**src/rtl/regwin_pkg.sv**
```systemverilog
package regwin_pkg;

  typedef enum logic [2:0] {
    FLD_CWP        = 3'd0,
    FLD_CANSAVE    = 3'd1,
    FLD_CANRESTORE = 3'd2,
    FLD_CLEANWIN   = 3'd3,
    FLD_OTHERWIN   = 3'd4,
    FLD_WSTATE     = 3'd5,
    FLD_RSVD6      = 3'd6,
    FLD_RSVD7      = 3'd7
  } fieldSel_e;

  localparam int TT_W = 9;

  localparam logic [TT_W-1:0] TT_SPILL_NORMAL = 9'h080;
  localparam logic [TT_W-1:0] TT_SPILL_OTHER  = 9'h0A0;
  localparam logic [TT_W-1:0] TT_FILL_NORMAL  = 9'h0C0;
  localparam logic [TT_W-1:0] TT_FILL_OTHER   = 9'h0E0;
  localparam logic [TT_W-1:0] TT_CLEAN_WIN    = 9'h024;
  localparam logic [TT_W-1:0] TT_MISALIGN     = 9'h034;

  // Strobes from the decision logic to the state registers.
  typedef struct packed {
    logic            stepUp;
    logic            stepDown;
    logic            wrFire;
    fieldSel_e       wrField;
    logic            trapFire;
    logic [TT_W-1:0] trapCode;
    logic            retFire;
  } winCmd_t;

  // Merge a selector field into bits 4:2 of a spill/fill base.
  function automatic logic [TT_W-1:0] mergeSel(
    input logic [TT_W-1:0] base,
    input logic [2:0]      sel
  );
    return base | {{(TT_W-5){1'b0}}, sel, 2'b00};
  endfunction

endpackage

```
**src/rtl/rw_control.sv**
```systemverilog
module rw_control
  import regwin_pkg::*;
#(
  parameter int CWP_W = 3
) (
  input  logic             saveReq,
  input  logic             restoreReq,
  input  logic             returnReq,
  input  logic [1:0]       targetLow,
  input  logic             wrEn,
  input  logic [2:0]       wrSel,
  input  logic [CWP_W-1:0] canSave,
  input  logic [CWP_W-1:0] canRestore,
  input  logic [CWP_W-1:0] cleanWin,
  input  logic [CWP_W-1:0] otherWin,
  input  logic [2:0]       wstateNormal,
  input  logic [2:0]       wstateOther,
  output winCmd_t          cmd
);

  logic            otherActive;
  logic [TT_W-1:0] spillCode;
  logic [TT_W-1:0] fillCode;
  logic            retreatReq;
  logic            misaligned;

  assign otherActive = (otherWin != '0);
  assign spillCode   = otherActive ? mergeSel(TT_SPILL_OTHER, wstateOther)
                                   : mergeSel(TT_SPILL_NORMAL, wstateNormal);
  assign fillCode    = otherActive ? mergeSel(TT_FILL_OTHER, wstateOther)
                                   : mergeSel(TT_FILL_NORMAL, wstateNormal);
  assign retreatReq  = restoreReq | returnReq;
  assign misaligned  = !restoreReq && returnReq && (targetLow != 2'b00);

  always_comb begin
    cmd = '0;
    cmd.wrField = FLD_CWP;
    if (saveReq) begin
      if (canSave == '0) begin
        cmd.trapFire = 1'b1;
        cmd.trapCode = spillCode;
      end else if (cleanWin == canRestore) begin
        cmd.trapFire = 1'b1;
        cmd.trapCode = TT_CLEAN_WIN;
      end else begin
        cmd.stepUp = 1'b1;
      end
    end else if (retreatReq) begin
      if (misaligned) begin
        cmd.trapFire = 1'b1;
        cmd.trapCode = TT_MISALIGN;
      end else if (canRestore == '0) begin
        cmd.trapFire = 1'b1;
        cmd.trapCode = fillCode;
      end else begin
        cmd.stepDown = 1'b1;
        cmd.retFire  = !restoreReq;
      end
    end else if (wrEn) begin
      cmd.wrFire  = 1'b1;
      cmd.wrField = fieldSel_e'(wrSel);
    end
  end

endmodule

```
**src/rtl/rw_datapath.sv**
```systemverilog
module rw_datapath
  import regwin_pkg::*;
#(
  parameter int NUM_WIN = 8,
  parameter int ADDR_W  = 32,
  parameter int WR_W    = 8,
  localparam int CWP_W  = $clog2(NUM_WIN)
) (
  input  logic              clk,
  input  logic              rstN,
  input  winCmd_t           cmd,
  input  logic [WR_W-1:0]   wrData,
  input  logic [ADDR_W-1:0] returnTarget,
  output logic [CWP_W-1:0]  cwp,
  output logic [CWP_W-1:0]  canSave,
  output logic [CWP_W-1:0]  canRestore,
  output logic [CWP_W-1:0]  cleanWin,
  output logic [CWP_W-1:0]  otherWin,
  output logic [2:0]        wstateNormal,
  output logic [2:0]        wstateOther,
  output logic              trapValid,
  output logic [TT_W-1:0]   trapType,
  output logic              retValid,
  output logic [ADDR_W-1:0] retTarget
);

  localparam logic [CWP_W-1:0] TOP_IDX    = CWP_W'(NUM_WIN - 1);
  localparam logic [CWP_W-1:0] SAVE_RESET = CWP_W'(NUM_WIN - 2);
  localparam logic [WR_W-1:0]  WIN_LIMIT  = WR_W'(NUM_WIN);

  function automatic logic [CWP_W-1:0] incMod(input logic [CWP_W-1:0] v);
    return (v == TOP_IDX) ? '0 : v + 1'b1;
  endfunction

  function automatic logic [CWP_W-1:0] decMod(input logic [CWP_W-1:0] v);
    return (v == '0) ? TOP_IDX : v - 1'b1;
  endfunction

  logic [CWP_W-1:0] cwpClamped;
  logic [CWP_W-1:0] wrCount;

  assign cwpClamped = (wrData >= WIN_LIMIT) ? TOP_IDX : wrData[CWP_W-1:0];
  assign wrCount    = wrData[CWP_W-1:0];

  always_ff @(posedge clk) begin
    if (!rstN) begin
      cwp          <= '0;
      canSave      <= SAVE_RESET;
      canRestore   <= '0;
      cleanWin     <= TOP_IDX;
      otherWin     <= '0;
      wstateNormal <= '0;
      wstateOther  <= '0;
    end else if (cmd.stepUp) begin
      cwp        <= incMod(cwp);
      canSave    <= decMod(canSave);
      canRestore <= incMod(canRestore);
    end else if (cmd.stepDown) begin
      cwp        <= decMod(cwp);
      canSave    <= incMod(canSave);
      canRestore <= decMod(canRestore);
    end else if (cmd.wrFire) begin
      case (cmd.wrField)
        FLD_CWP:        cwp        <= cwpClamped;
        FLD_CANSAVE:    canSave    <= wrCount;
        FLD_CANRESTORE: canRestore <= wrCount;
        FLD_CLEANWIN:   cleanWin   <= wrCount;
        FLD_OTHERWIN:   otherWin   <= wrCount;
        FLD_WSTATE: begin
          wstateNormal <= wrData[2:0];
          wstateOther  <= wrData[5:3];
        end
        default: ;
      endcase
    end
  end

  always_ff @(posedge clk) begin
    if (!rstN) begin
      trapValid <= 1'b0;
      trapType  <= '0;
      retValid  <= 1'b0;
      retTarget <= '0;
    end else begin
      trapValid <= cmd.trapFire;
      trapType  <= cmd.trapFire ? cmd.trapCode : '0;
      retValid  <= cmd.retFire;
      retTarget <= cmd.retFire ? returnTarget : '0;
    end
  end

endmodule

```
**src/rtl/regWindowCtrl.sv**
```systemverilog
module regWindowCtrl
  import regwin_pkg::*;
#(
  parameter int NUM_WIN = 8,
  parameter int ADDR_W  = 32,
  parameter int WR_W    = 8,
  localparam int CWP_W  = $clog2(NUM_WIN)
) (
  input  logic              clk,
  input  logic              rstN,
  input  logic              saveReq,
  input  logic              restoreReq,
  input  logic              returnReq,
  input  logic [ADDR_W-1:0] returnTarget,
  input  logic              wrEn,
  input  logic [2:0]        wrSel,
  input  logic [WR_W-1:0]   wrData,
  output logic [CWP_W-1:0]  cwp,
  output logic [CWP_W-1:0]  canSave,
  output logic [CWP_W-1:0]  canRestore,
  output logic [CWP_W-1:0]  cleanWin,
  output logic [CWP_W-1:0]  otherWin,
  output logic [2:0]        wstateNormal,
  output logic [2:0]        wstateOther,
  output logic              trapValid,
  output logic [8:0]        trapType,
  output logic              retValid,
  output logic [ADDR_W-1:0] retTarget
);

  winCmd_t cmd;

  rw_control #(.CWP_W(CWP_W)) u_control (
    .saveReq      (saveReq),
    .restoreReq   (restoreReq),
    .returnReq    (returnReq),
    .targetLow    (returnTarget[1:0]),
    .wrEn         (wrEn),
    .wrSel        (wrSel),
    .canSave      (canSave),
    .canRestore   (canRestore),
    .cleanWin     (cleanWin),
    .otherWin     (otherWin),
    .wstateNormal (wstateNormal),
    .wstateOther  (wstateOther),
    .cmd          (cmd)
  );

  rw_datapath #(.NUM_WIN(NUM_WIN), .ADDR_W(ADDR_W), .WR_W(WR_W)) u_datapath (
    .clk          (clk),
    .rstN         (rstN),
    .cmd          (cmd),
    .wrData       (wrData),
    .returnTarget (returnTarget),
    .cwp          (cwp),
    .canSave      (canSave),
    .canRestore   (canRestore),
    .cleanWin     (cleanWin),
    .otherWin     (otherWin),
    .wstateNormal (wstateNormal),
    .wstateOther  (wstateOther),
    .trapValid    (trapValid),
    .trapType     (trapType),
    .retValid     (retValid),
    .retTarget    (retTarget)
  );

endmodule

```
**config.mk**
```make
export PLATFORM = sky130hd
export DESIGN_NAME = regWindowCtrl
export DESIGN_NICKNAME = d
export VERILOG_FILES = /design/src/rtl/regwin_pkg.sv /design/src/rtl/rw_control.sv /design/src/rtl/rw_datapath.sv /design/src/rtl/regWindowCtrl.sv
export SDC_FILE = /design/constraint.sdc
export NUM_CORES = 1
export LEC_CHECK = 0
export ABC_AREA = 1
export BUFFER_PORTS_ARGS = -buffer_cell sky130_fd_sc_hd__clkbuf_2
export CAP_MARGIN = 15
export CORE_MARGIN = 10
export CORE_UTILIZATION = 40
export DETAILED_ROUTE_END_ITERATION = 6
export PLACE_DENSITY = 0.67
export SLEW_MARGIN = 20
export SYNTH_ARGS = -nofsm -noshare
export SYNTH_HDL_FRONTEND = slang
export SYNTH_SLANG_ARGS = --single-unit
```
**constraint.sdc**
```tcl
create_clock -name clk -period 4.4 [get_ports clk]
set_input_delay 0.88 -clock clk [delete_from_list [all_inputs] [get_ports clk]]
set_output_delay 0.88 -clock clk [all_outputs]
set_load 0.05 [all_outputs]
```
Word-level counts from Yosys, hierarchy flattened
Cells that the tools add are included.
- input port bits: 49
- output and inout bits: 64
- register bits after elaboration: 64
- logic and storage cells: 90
- magnitude comparators: 1
- multiplexer cells: 39
- bitwise logic cells: 3
- equal/unequal tests: 9
- reduce and logical (&&, ||, !) cells: 21
- add/subtract/negate cells: 6
- operator list (operator ; number):
    3-bit 2-to-1 mux ; 19
    10-bit 2-to-1 mux ; 5
    3-bit == test (second input constant) ; 5
    3-bit nonzero test ; 5
    3-bit zero test ; 4
    6-bit 2-to-1 mux ; 2
    4-bit AND reduction ; 3
    11-bit 2-to-1 mux ; 1
    2-bit AND reduction ; 5
    3-bit by 1-bit adder with 3-bit output (second input constant) ; 3
    1-bit 2-to-1 mux ; 9
    3-bit by 1-bit subtractor with 3-bit output (second input constant) ; 3
    8-bit by 4-bit greater-or-equal comparator with 1-bit output (second input constant) ; 1
    4-bit 2-to-1 mux ; 2
    3-bit by 2-bit == test with 1-bit output (second input constant) ; 2
    5-bit 2-to-1 mux ; 1
    3-bit by 1-bit == test with 1-bit output (second input constant) ; 1
    3-bit == test ; 1
    1-bit logical AND ; 2
    1-bit NOT ; 2
    2-bit nonzero test ; 1
    1-bit zero test ; 1
    1-bit bitwise OR ; 1

Logic depth before layout (Yosys ltp)
Gate-level depths: netlist of the first run.
- depth after elaboration: 11
- depth in mapped cells: 11
- gate-level depth less buffers: 11

Hierarchy
From an unflattened synthesis of the first run, not the netlist that was laid out.
- cells, all modules: 399
- area total of the unflattened synthesis: 2912.8 sq um
- by module, submodules not included (module ; cells each ; area an instance (sq um) ; sequential area each (sq um) ; times used):
    rw_datapath ; 324 ; 2553.7 ; 1281.2 ; 1
    rw_control ; 75 ; 359.1 ; 0.0 ; 1

Least setup slack after synthesis of the first run
OpenSTA, ideal clock, no wires.
- kind: reg2reg
- start: register u_datapath.canSave[0]
- end: register u_datapath.cwp[0]
- arrival time: 1.803 ns
- slack: 2.485 ns
- stages on the path, launching flop included: 11
- period minus slack after synthesis: 1.915 ns
- library setup time: 0.112 ns
- data required time: 4.288 ns
- buffers on the path: 1
- path through: dfxtp_1 > inv_1 > ha_1 > ha_1 > inv_1 > nand3_1 > buf_4 > nand2_1 > nand2_1 > nor2_1 > nor2_1
- cells in the longest elaborated chain, start to end: 5
- elaborated cells on any way between the ends: 7
- those cells by class: 3 x mux; 4 x reduce/logical
- ends and longest elaborated chain (what ; line ; text):
    start, declared ; rw_datapath.sv:15 ; output logic [CWP_W-1:0] canSave,
    start signal, assigned ; rw_datapath.sv:56 ; canSave <= decMod(canSave);
    start signal, assigned ; rw_datapath.sv:60 ; canSave <= incMod(canSave);
    start signal, assigned ; rw_datapath.sv:65 ; FLD_CANSAVE: canSave <= wrCount;
    3-bit zero test * ; rw_control.sv:39 ; if (canSave == '0) begin
    1-bit 2-to-1 mux * ; rw_control.sv:39 ;
    1-bit 2-to-1 mux * ; rw_control.sv:38 ; if (saveReq) begin
    3-bit nonzero test (no source line) ; n/a ;
    2-bit AND reduction (no source line) ; n/a ;
    end signal, assigned ; rw_datapath.sv:55 ; cwp <= incMod(cwp);
    end signal, assigned ; rw_datapath.sv:59 ; cwp <= decMod(cwp);
    end signal, assigned ; rw_datapath.sv:64 ; FLD_CWP: cwp <= cwpClamped;
    end, declared ; rw_datapath.sv:14 ; output logic [CWP_W-1:0] cwp,
Every way passes the cells marked *; elsewhere a longest branch is shown, timed or not.
A chain may end at the register's enable or synchronous reset.

Worst setup path in the final report of the first run
- start: register u_datapath.canSave[0]
- end: register u_datapath.cwp[2]
The elaborated chain is that of the path after synthesis.

==> results of run 1 <==
## routing by layer
| layer | routed length [microns] | GRT usage [%] | vias to the layer above | part of all wire [%] |
|---|---|---|---|---|
| li1 | - | - | 1428 | - |
| met1 | 3310 | 16.5 | 1225 | 42 |
| met2 | 3800 | 23.2 | 112 | 48 |
| met3 | 671 | 4.71 | 15 | 8.5 |
| met4 | 125 | 5.51 | 0 | 1.6 |
| met5 | 0 | 0 | - | 0 |
## layout make-up
class,count,area share [%]
inverter,78,7.94
multi-input combinational,241,35.9
timing repair buffer,109,14.7
sequential,61,32.8
clock buffer,11,3.80
clock inverter,5,1.58
tap,99,3.33
## final timing paths
kind / from / endpoint / cells past startpoint
max reg2reg: u_datapath.canSave[0] / u_datapath.cwp[2] / 9
min reg2reg: u_datapath.otherWin[2] / u_datapath.otherWin[2] / 2
max: u_datapath.canSave[0] / u_datapath.cwp[2] / 9
min: u_datapath.otherWin[2] / u_datapath.otherWin[2] / 2
## critical path, stage by stage, from the launching register on
cell and delay (ps):
dfxtp_1 380, inv_1 90, ha_1 200, ha_1 230, inv_1 310, nand3_1 630
nand2_1 260, nand2_1 80, nor2_1 100, nor2_1 50
## Yosys cell counts
library cell | instances | area, sq um
o211ai_2 | 1 | 12.5
a22oi_1 | 1 | 7.51
o21ai_0 | 5 | 25.0
o21ai_1 | 4 | 20.0
dfxtp_1 | 61 | 1220
buf_2 | 4 | 20.0
nand3_1 | 9 | 45.0
inv_2 | 7 | 26.3
inv_1 | 70 | 263
nor2_2 | 23 | 144
nand2_2 | 1 | 6.26
a21oi_1 | 10 | 50.1
clkbuf_4 | 1 | 7.51
nand3_2 | 5 | 50.1
buf_6 | 6 | 67.6
nor2_4 | 5 | 56.3
nand3_4 | 1 | 17.5
inv_4 | 1 | 6.26
nand2_1 | 77 | 289
nor2_1 | 41 | 154
nor3_1 | 1 | 5.00
nand4_1 | 32 | 200
xnor2_1 | 1 | 8.76
nand2_4 | 2 | 22.5
ha_1 | 12 | 150
nand4_4 | 1 | 21.3
o211ai_1 | 3 | 22.5
buf_4 | 5 | 37.5
conb_1 | 1 | 3.75
clkbuf_1 | 1 | 3.75
o21ai_2 | 1 | 8.76
## kinds of logic (layout without fill, tap and decap cells)
| family | count (synthesis) | after routing | share of synthesized area (%) |
|---|---|---|---|
| AND/OR/NAND/NOR | 198 | 198 | 34.0 |
| AO/OA/AOI/OAI | 25 | 25 | 4.92 |
| buffers and inverters | 95 | 203 | 14.5 |
| XOR/XNOR | 1 | 1 | 0.295 |
| adder cells (fa/ha/maj) | 12 | 12 | 5.05 |
| other | 1 | 5 | 0.126 |
| flip-flops | 61 | 61 | 41.1 |
## power groups by stage
| stage | clock (mW) | combinational, mW | sequential, mW |
|---|---|---|---|
| CTS | 0.516 | 0.352 | 0.594 |
| floorplan | 0 | 0.201 | 0.681 |
| detailed placement | 0 | 0.350 | 0.606 |
| finish | 0.499 | 0.351 | 0.594 |
| global route | 0.548 | 0.393 | 0.597 |
| global placement | 0 | 0.344 | 0.605 |
## placed cells by master (no fill, tap or decap), types with 2 or more instances in the layout
cell type   instances
a21oi_1            10
clkbuf_2          109
clkbuf_8           10
clkinvlp_4          2
conb_1              5
dfxtp_1            61
ha_1               12
inv_1              70
inv_2               7
nand2_1            77
nand2_4             2
nand3_1             9
nand3_2             5
nand4_1            32
nor2_1             41
nor2_2             23
nor2_4              5
o211ai_1            3
o21ai_0             5
o21ai_1             4
## metrics by stage
stage	total power [mW]	instances	utilization [%]
global placement	0.950	588	48.5
global route	1.54	604	51.3
detailed placement	0.956	588	48.5
CTS	1.46	604	51.3
floorplan	0.882	397	-
finish	1.44	604	51.3
==> metrics.md, run 1 <==
| Metric | Value |
|---|---|
| Die area | `0.0113 sq mm` |
| GRT Total Usage | `14.1%` |
| Final Critical Period | `2430 ps` |
| Unrepaired setup endpoints after global routing | `false` |
| Sequential fraction of the synthesis area | `41.1%` |
| Port-buffer cells | `109` |
| Internal | `957 uW` |
| Post-route antenna net violation count | `0` |
| Cells after synthesis | `393` |
| Clk_lat worst skew | `340 ps` |
| Switching share of power | `33.7%` |
| Yosys warnings | `0` |
| Post-DP Area | `0.00352 sq mm` |
| CP startpoint kind | `flip-flop` |
| Initial DRC Count | `178` |
| Max-slew violation count | `0` |
| Arrival time at the worst endpoint | `2670 ps` |
| Root buf cell | `clkbuf_8` |
| Postcts setup bufs | `0` |
| Routability Congestion | `0.869` |
| Routed WL per cell | `13.1 microns` |
| Chip Width | `106 microns` |
| Tightest Pin Transition | `762 ps` |
| Worst Path Required | `4630 ps` |
| Comb power frac | `24.3%` |
| Largest net degree at the start of global routing | `32` |
| FF-to-FF setup slack | `1970 ps` |
| Register Area | `0.00122 sq mm` |
| Resize count post-CTS | `0` |
| H-Tree Depth | `3` |
| Ant diodes | `0` |
| Pre-antenna DRT Iters | `4` |
| Biggest register | `u_datapath.retTarget` |
| Synthesized area | `0.00297 sq mm` |
| Rel. slew slack | `49.1%` |
| PD cells | `388 mW/mm^2` |
| Vias per cell | `4.60` |
| Final worst-path setup slack | `1970 ps` |
| Number of global-route vias before repair | `2668` |
| Hold Fails Final Rpt | `0` |
| Site Rows | `31` |
| Lkg Pwr | `2.11 nW` |
| Clk sinks | `61` |
| Mapped Avg Cell Area | `7.56 sq um` |
| Biggest regs | `u_datapath.retTarget (32), u_datapath.trapType (6)` |
| Post-DP HPWL | `6.32 mm` |
| Initial antenna violation count | `0` |
| Seq pwr share | `41.1%` |
| # setup viols final | `0` |
| Worst hold slack | `484 ps` |
| Initial core utilization | `41.0%` |
| Post-route DRC | `0` |
| Cts hold-fix bufs | `0` |
| Worst clock skew | `10.0 ps` |
| Die H | `106 microns` |
| Max IR drop VDD | `146 uV` |
| Total CTS buffers | `9` |
| Deepest clock path buffer count | `2` |
| Setup CP Type | `flip-flop to flip-flop` |
| DP Worst Slack | `2010 ps` |
| Top Ports | `113` |
| Period utilization | `55.3%` |
| CTS tree | `yes` |
| Final setup TNS | `0 ps` |
| Multi-input gate area | `0.00134 sq mm` |
| Fin nets | `561` |
| Max reg flops | `32` |
| Switch Pwr | `488 uW` |
| Clk network pwr share | `34.6%` |
| First-pass GRT wire length | `13.0 mm` |
| Hold Crit Class | `flip-flop to flip-flop` |
| Core area | `0.00725 sq mm` |
| WL final | `7.92 mm` |
| Worst Setup End Kind | `flip-flop` |
| Fill count | `733` |
| Gr ovfl total | `0` |
| Yosys reg bits | `61` |
| Vias | `2780` |
| Crit Path Max Fanout | `21` |
| Share of cells above drive strength 1 | `34.1%` |
| Clock transition at path regs | `70 ps` |
| Area delta synth->final | `25.2%` |
| Max-capacitance violation count | `0` |
| Design Area, Final | `0.00372 sq mm` |
| Yosys cell types | `31` |
| Status | `finished clean` |
| Max Fclk | `411 MHz` |
Power figures use the tool's default switching activity.
==> run 2: changes to the inputs <==
==> constraint.sdc (replaced) <==
create_clock -name clk -period 2.3 [get_ports clk]
set_input_delay 0.46 -clock clk [delete_from_list [all_inputs] [get_ports clk]]
set_output_delay 0.46 -clock clk [all_outputs]
set_load 0.05 [all_outputs]
==> metrics.md, run 2 (synthesized netlist as in run 1, its figures left out) <==
| Metric | Value |
|---|---|
| Initial antenna violation count | `0 (unchanged)` |
| Clk sinks | `61 (unchanged)` |
| Unrepaired setup endpoints after global routing | `false (unchanged)` |
| Clock transition at path regs | `80 ps (was 70 ps)` |
| Ant diodes | `0 (unchanged)` |
| Worst clock skew | `10.1 ps (was 10.0 ps)` |
| Period utilization | `85.8% (was 55.3%)` |
| Cts hold-fix bufs | `0 (unchanged)` |
| Worst path max stage delay | `400 ps (was 630 ps)` |
| Max reg flops | `32 (unchanged)` |
| Postcts setup bufs | `0 (unchanged)` |
| Total CTS buffers | `9 (unchanged)` |
| Deepest clock path buffer count | `2 (unchanged)` |
| Multi-input gate area | `0.00134 sq mm (unchanged)` |
| # setup viols final | `0 (unchanged)` |
| GRT Total Usage | `14.4% (was 14.1%)` |
| Final Critical Period | `1970 ps (was 2430 ps)` |
| Area delta synth->final | `27.4% (was 25.2%)` |
| Initial DRC Count | `119 (was 178)` |
| Pre-antenna DRT Iters | `4 (unchanged)` |
| Status | `finished clean (unchanged)` |
| Port-buffer cells | `109 (unchanged)` |
| Post-DP HPWL | `6.47 mm (was 6.32 mm)` |
| Vias | `2764 (was 2780)` |
| Lkg Pwr | `2.15 nW (was 2.11 nW)` |
| Fill count | `729 (was 733)` |
| Post-route antenna net violation count | `0 (unchanged)` |
| Fin nets | `567 (was 561)` |
| Worst path cell trace | `inv_1 > ha_1 > ha_1 > inv_1 > nand3_1 > buf_4 > nand2_1 > nand2_1 > nor2_1 > nor2_1 (was inv_1 > ha_1 > ha_1 > inv_1 > nand3_1 > nand2_1 > nand2_1 > nor2_1 > nor2_1)` |
| Hold Crit Class | `primary input to flip-flop (was flip-flop to flip-flop)` |
| PD cells | `761 mW/mm^2 (was 388 mW/mm^2)` |
| Post-Place Cells | `594 (was 588)` |
| Biggest register | `u_datapath.retTarget (unchanged)` |
| Setup CP Type | `flip-flop to flip-flop (unchanged)` |
| Routed WL per cell | `13.4 microns (was 13.1 microns)` |
| CTS tree | `yes (unchanged)` |
| Max-capacitance violation count | `0 (unchanged)` |
| Clk_lat worst skew | `340 ps (about the same)` |
| Most common cell after layout, fill and taps aside | `clkbuf_2 (unchanged)` |
| Max Fclk | `507 MHz (was 411 MHz)` |
| First-pass GRT wire length | `13.3 mm (was 13.0 mm)` |
| Number of global-route vias before repair | `2698 (was 2668)` |
| Post-route DRC | `0 (unchanged)` |
| Die area | `0.0113 sq mm (unchanged)` |
| Top Ports | `113 (unchanged)` |
| Crit Path Max Fanout | `14 (was 21)` |
| Routability Congestion | `0.868 (was 0.869)` |
| Vias per cell | `4.53 (was 4.60)` |
| Die H | `106 microns (unchanged)` |
| Tightest Pin Transition | `581 ps (was 762 ps)` |
| Gr ovfl total | `0 (unchanged)` |
| Root buf cell | `clkbuf_8 (unchanged)` |
| Non-filler cells, final | `610 (was 604)` |
| Worst Setup End Kind | `flip-flop (unchanged)` |
| Hold Fails Final Rpt | `0 (unchanged)` |
| Max-slew violation count | `0 (unchanged)` |
| Worst Path Required | `2540 ps (was 4630 ps)` |
| Share of cells above drive strength 1 | `35.0% (was 34.1%)` |
| Chip Width | `106 microns (unchanged)` |
| CP startpoint kind | `flip-flop (unchanged)` |
| WL final | `8.18 mm (was 7.92 mm)` |
| Largest net degree at the start of global routing | `32 (unchanged)` |
| Core area | `0.00725 sq mm (unchanged)` |
| CP max stage cell | `dfxtp_1 (was nand3_1)` |
| Resize count post-CTS | `0 (unchanged)` |
| Arrival time at the worst endpoint | `2210 ps (was 2670 ps)` |
| Max IR drop VDD | `419 uV (was 146 uV)` |
| Register Area | `0.00122 sq mm (unchanged)` |
| Most frequent cells in the layout | `clkbuf_2, nand2_1, inv_1 (unchanged)` |
| Site Rows | `31 (unchanged)` |
| H-Tree Depth | `3 (unchanged)` |
| Final setup TNS | `0 ps (unchanged)` |
| Initial core utilization | `41.0% (unchanged)` |
| Biggest regs | `u_datapath.retTarget (32), u_datapath.trapType (6) (unchanged)` |
| Rel. slew slack | `61.2% (was 49.1%)` |
[run 2: cell types whose count changed in the layout (fill, tap and decap cells not counted), sizes merged]
cell / previous run / this run
clkinv: 1 / 2
bufinv: 1 / 2
clkbuf: 120 / 118
buf: 0 / 6
[run 2: metrics by stage]
step                power, mW  hold slack (ps)  instance area [sq um]  worst slack (ps)  util, %
floorplan                1.69              572                   2990               385        -
global placement         1.83              471                   3570               400     49.2
detailed placement       1.84              465                   3570               354     49.2
CTS                      2.91              299                   3790               335     52.2
global route             3.04              307                   3790               143     52.2
finish                   2.88              309                   3790               328     52.2
[run 2: cell type report]
cell class | count | area share (%)
Clock inverter | 7 | 2.58
Sequential cell | 61 | 32.2
Timing Repair Buffer | 115 | 15.6
Inverter | 78 | 7.80
Multi-Input combinational cell | 241 | 35.2
Clock buffer | 9 | 3.27
Tap cell | 99 | 3.27
[run 2: where the power goes]
part | internal [mW] | switching [mW]
sequential | 1.10 | 0.0358
combinational | 0.207 | 0.474
clock | 0.613 | 0.455
[run 2: critical path: cells and delay by family (launching register included)]
| family | cells | cell delay, ps |
|---|---|---|
| simple gates | 5 | 550 |
| buf+inv | 3 | 490 |
| fa+ha+maj | 2 | 420 |
| flops | 1 | 400 |
[run 2: worst paths after layout]
kind | slack, ps | depth (start not counted) | start | end
setup / recovery | 330 | 10 | u_datapath.canSave[0] | u_datapath.canSave[0]
hold / removal | 310 | 3 | returnTarget[28] | u_datapath.retTarget[28]
setup reg to reg | 330 | 10 | u_datapath.canSave[0] | u_datapath.canSave[0]
hold reg to reg | 480 | 2 | u_datapath.wstateNormal[0] | u_datapath.wstateNormal[0]
[run 2: layer usage]
metal  part of all wire, %  vias up  track usage (%)
met1                    40     1219             16.4
met2                    49       97             24.3
met3                   9.9        9             5.43
met4                   1.3        0             4.35
li1                      -     1439                -
met5                     0        -                0
==> run 3: changes to the inputs <==
--- a/config.mk
+++ b/config.mk
@@ -11,7 +11,7 @@
 export CORE_MARGIN = 10
 export CORE_UTILIZATION = 40
 export DETAILED_ROUTE_END_ITERATION = 6
-export PLACE_DENSITY = 0.67
+export PLACE_DENSITY = 0.7
 export SLEW_MARGIN = 20
 export SYNTH_ARGS = -nofsm -noshare
 export SYNTH_HDL_FRONTEND = slang
==> constraint.sdc (replaced) <==
create_clock -name clk -period 1.8 [get_ports clk]
set_input_delay 0.36 -clock clk [delete_from_list [all_inputs] [get_ports clk]]
set_output_delay 0.36 -clock clk [all_outputs]
set_load 0.05 [all_outputs]
==> metrics.md, run 3 (synthesized netlist as in run 1, its figures left out) <==
| Metric | Value |
|---|---|
| Final worst-path setup slack | `169 ps (was 328 ps)` |
| Port-buffer cells | `109 (unchanged)` |
| Postcts setup bufs | `0 (unchanged)` |
| GRT Total Usage | `14.6% (was 14.4%)` |
| Switching share of power | `34.5% (was 33.4%)` |
| Clk sinks | `61 (unchanged)` |
| Gr ovfl total | `0 (unchanged)` |
| Clock transition at path regs | `70 ps (was 80 ps)` |
| Initial antenna violation count | `0 (unchanged)` |
| Final setup TNS | `0 ps (unchanged)` |
| Max reg flops | `32 (unchanged)` |
| Core area | `0.00725 sq mm (unchanged)` |
| Period utilization | `90.6% (was 85.8%)` |
| Setup CP Type | `flip-flop to flip-flop (unchanged)` |
| PD cells | `915 mW/mm^2 (was 761 mW/mm^2)` |
| Biggest regs | `u_datapath.retTarget (32), u_datapath.trapType (6) (unchanged)` |
| Top Ports | `113 (unchanged)` |
| Ant diodes | `0 (unchanged)` |
| Register Area | `0.00123 sq mm (was 0.00122 sq mm)` |
| Vias | `2814 (was 2764)` |
| # setup viols final | `0 (unchanged)` |
| Most common cell after layout, fill and taps aside | `clkbuf_2 (unchanged)` |
| Max-slew violation count | `0 (unchanged)` |
| Initial DRC Count | `122 (was 119)` |
| Tot Pwr | `3.48 mW (was 2.88 mW)` |
| Number of global-route vias before repair | `2804 (was 2698)` |
| Max-capacitance violation count | `0 (unchanged)` |
| Fin nets | `571 (was 567)` |
| Routed WL per cell | `13.9 microns (was 13.4 microns)` |
| Root buf cell | `clkbuf_8 (unchanged)` |
| CP max stage cell | `dfxtp_2 (was dfxtp_1)` |
| Worst path cell trace | `inv_1 > ha_1 > ha_2 > inv_1 > nand3_1 > buf_4 > nand2_1 > nand2_1 > nor2_1 > nor2_1 (was inv_1 > ha_1 > ha_1 > inv_1 > nand3_1 > buf_4 > nand2_1 > nand2_1 > nor2_1 > nor2_1)` |
| Post-DP Area | `0.00359 sq mm (was 0.00357 sq mm)` |
| Pre-antenna DRT Iters | `4 (unchanged)` |
| Die H | `106 microns (unchanged)` |
| Worst Setup End Kind | `flip-flop (unchanged)` |
| Clk network pwr share | `32.7% (was 37.0%)` |
| CP startpoint kind | `flip-flop (unchanged)` |
| Hold Fails Final Rpt | `0 (unchanged)` |
| WL final | `8.51 mm (was 8.18 mm)` |
| Comb power frac | `25.6% (was 23.6%)` |
| Largest net degree at the start of global routing | `32 (unchanged)` |
| Post-DP HPWL | `6.72 mm (was 6.47 mm)` |
| Chip Width | `106 microns (unchanged)` |
| Crit Path Max Fanout | `7 (was 14)` |
| Routability Congestion | `0.875 (was 0.868)` |
| Die area | `0.0113 sq mm (unchanged)` |
| Deepest clock path buffer count | `2 (unchanged)` |
| Status | `finished clean (unchanged)` |
| Kind of cell adding the most delay to the critical path | `simple AND/OR/NAND/NOR gates (unchanged)` |
| Final Critical Period | `1630 ps (was 1970 ps)` |
| Max IR drop VDD | `366 uV (was 419 uV)` |
| DP Worst Slack | `14.3 ps (was 354 ps)` |
| Post-route DRC | `0 (unchanged)` |
| Cts hold-fix bufs | `0 (unchanged)` |
| Post-route antenna net violation count | `0 (unchanged)` |
| CTS tree | `yes (unchanged)` |
| Design Area, Final | `0.00381 sq mm (was 0.00379 sq mm)` |
| H-Tree Depth | `3 (unchanged)` |
| Total CTS buffers | `9 (unchanged)` |
| Internal | `2.28 mW (was 1.92 mW)` |
| Switch Pwr | `1.20 mW (was 964 uW)` |
| Max Fclk | `613 MHz (was 507 MHz)` |
| Share of cells above drive strength 1 | `36.8% (was 35.0%)` |
| Site Rows | `31 (unchanged)` |
| Fill count | `735 (was 729)` |
| First-pass GRT wire length | `13.4 mm (was 13.3 mm)` |
| Hold Crit Class | `primary input to flip-flop (unchanged)` |
| Area delta synth->final | `28.1% (was 27.4%)` |
| Number of buffers and inverters on the critical path | `3 (unchanged)` |
| Most frequent cells in the layout | `clkbuf_2, nand2_1, inv_1 (unchanged)` |
| Initial core utilization | `41.0% (unchanged)` |
| Lkg Pwr | `2.15 nW (about the same)` |
| Worst Path Required | `2040 ps (was 2540 ps)` |
| Arrival time at the worst endpoint | `1870 ps (was 2210 ps)` |
| Clk_lat worst skew | `340 ps (about the same)` |
| Unrepaired setup endpoints after global routing | `false (unchanged)` |
| Seq pwr share | `41.7% (was 39.4%)` |
| Vias per cell | `4.59 (was 4.53)` |
| Worst clock skew | `4.89 ps (was 10.1 ps)` |
| Multi-input gate area | `0.00136 sq mm (was 0.00134 sq mm)` |
| Biggest register | `u_datapath.retTarget (unchanged)` |
| Worst path max stage delay | `360 ps (was 400 ps)` |
run 3: worst reg2reg max path, cell delays in order, from the launching register on:
cell and delay, ps:
dfxtp_2 360, inv_1 80, ha_1 200, ha_2 190
inv_1 90, nand3_1 100, buf_4 180, nand2_1 50
nand2_1 80, nor2_1 140, nor2_1 50
run 3: layout make-up:
class | count | share of cell area [%]
Clock buffer | 12 | 4.34
Clock inverter | 3 | 0.526
Inverter | 78 | 7.76
Multi-Input combinational cell | 242 | 35.8
Sequential cell | 61 | 32.2
Tap cell | 99 | 3.25
Timing Repair Buffer | 118 | 16.1
run 3: per-layer routing:
| metal | part of all wire, % | wire length (microns) | GRT usage [%] | vias up |
|---|---|---|---|---|
| li1 | - | - | - | 1454 |
| met1 | 38 | 3250 | 14.7 | 1262 |
| met2 | 51 | 4370 | 25.5 | 88 |
| met3 | 8.7 | 741 | 6.64 | 10 |
| met4 | 1.8 | 151 | 6.29 | 0 |
| met5 | 0 | 0 | 0 | - |
run 3: metrics by stage:
stage	hold slack, ps	utilization (%)	std cells
6_report	209	52.5	613
5_1_grt	201	52.5	613
4_1_cts	196	52.1	612
3_5_place_dp	480	49.5	597
3_3_place_gp	472	49.5	597
2_1_floorplan	472	-	397
run 3: repair_timing:
| item | 4_1_cts | 5_1_grt |
|---|---|---|
| endpoints found under the hold margin | 0 | 0 |
| pin swaps | 2 | 1 |
| cloned | 0 | 1 |
| resized for setup | 0 | 4 |
| setup endpoints to repair | 1 | 36 |
run 3: power groups by stage:
stage,clock [mW],sequential (mW),combinational [mW]
after floorplan,0,1.67,0.492
after global placement,0,1.48,0.869
after detailed placement,0,1.49,0.877
after CTS,1.17,1.45,0.881
after global routing,1.23,1.46,0.997
final,1.14,1.45,0.890
run 3: path summary, 6_finish.rpt:
check	startpoint	end	slack, ps	cells past startpoint
worst max-delay path	u_datapath.canSave[0]	u_datapath.cwp[2]	170	10
worst min-delay path	returnTarget[12]	u_datapath.retTarget[12]	210	3
worst max register to register	u_datapath.canSave[0]	u_datapath.cwp[2]	170	10
worst min register to register	u_datapath.otherWin[1]	u_datapath.otherWin[1]	490	2
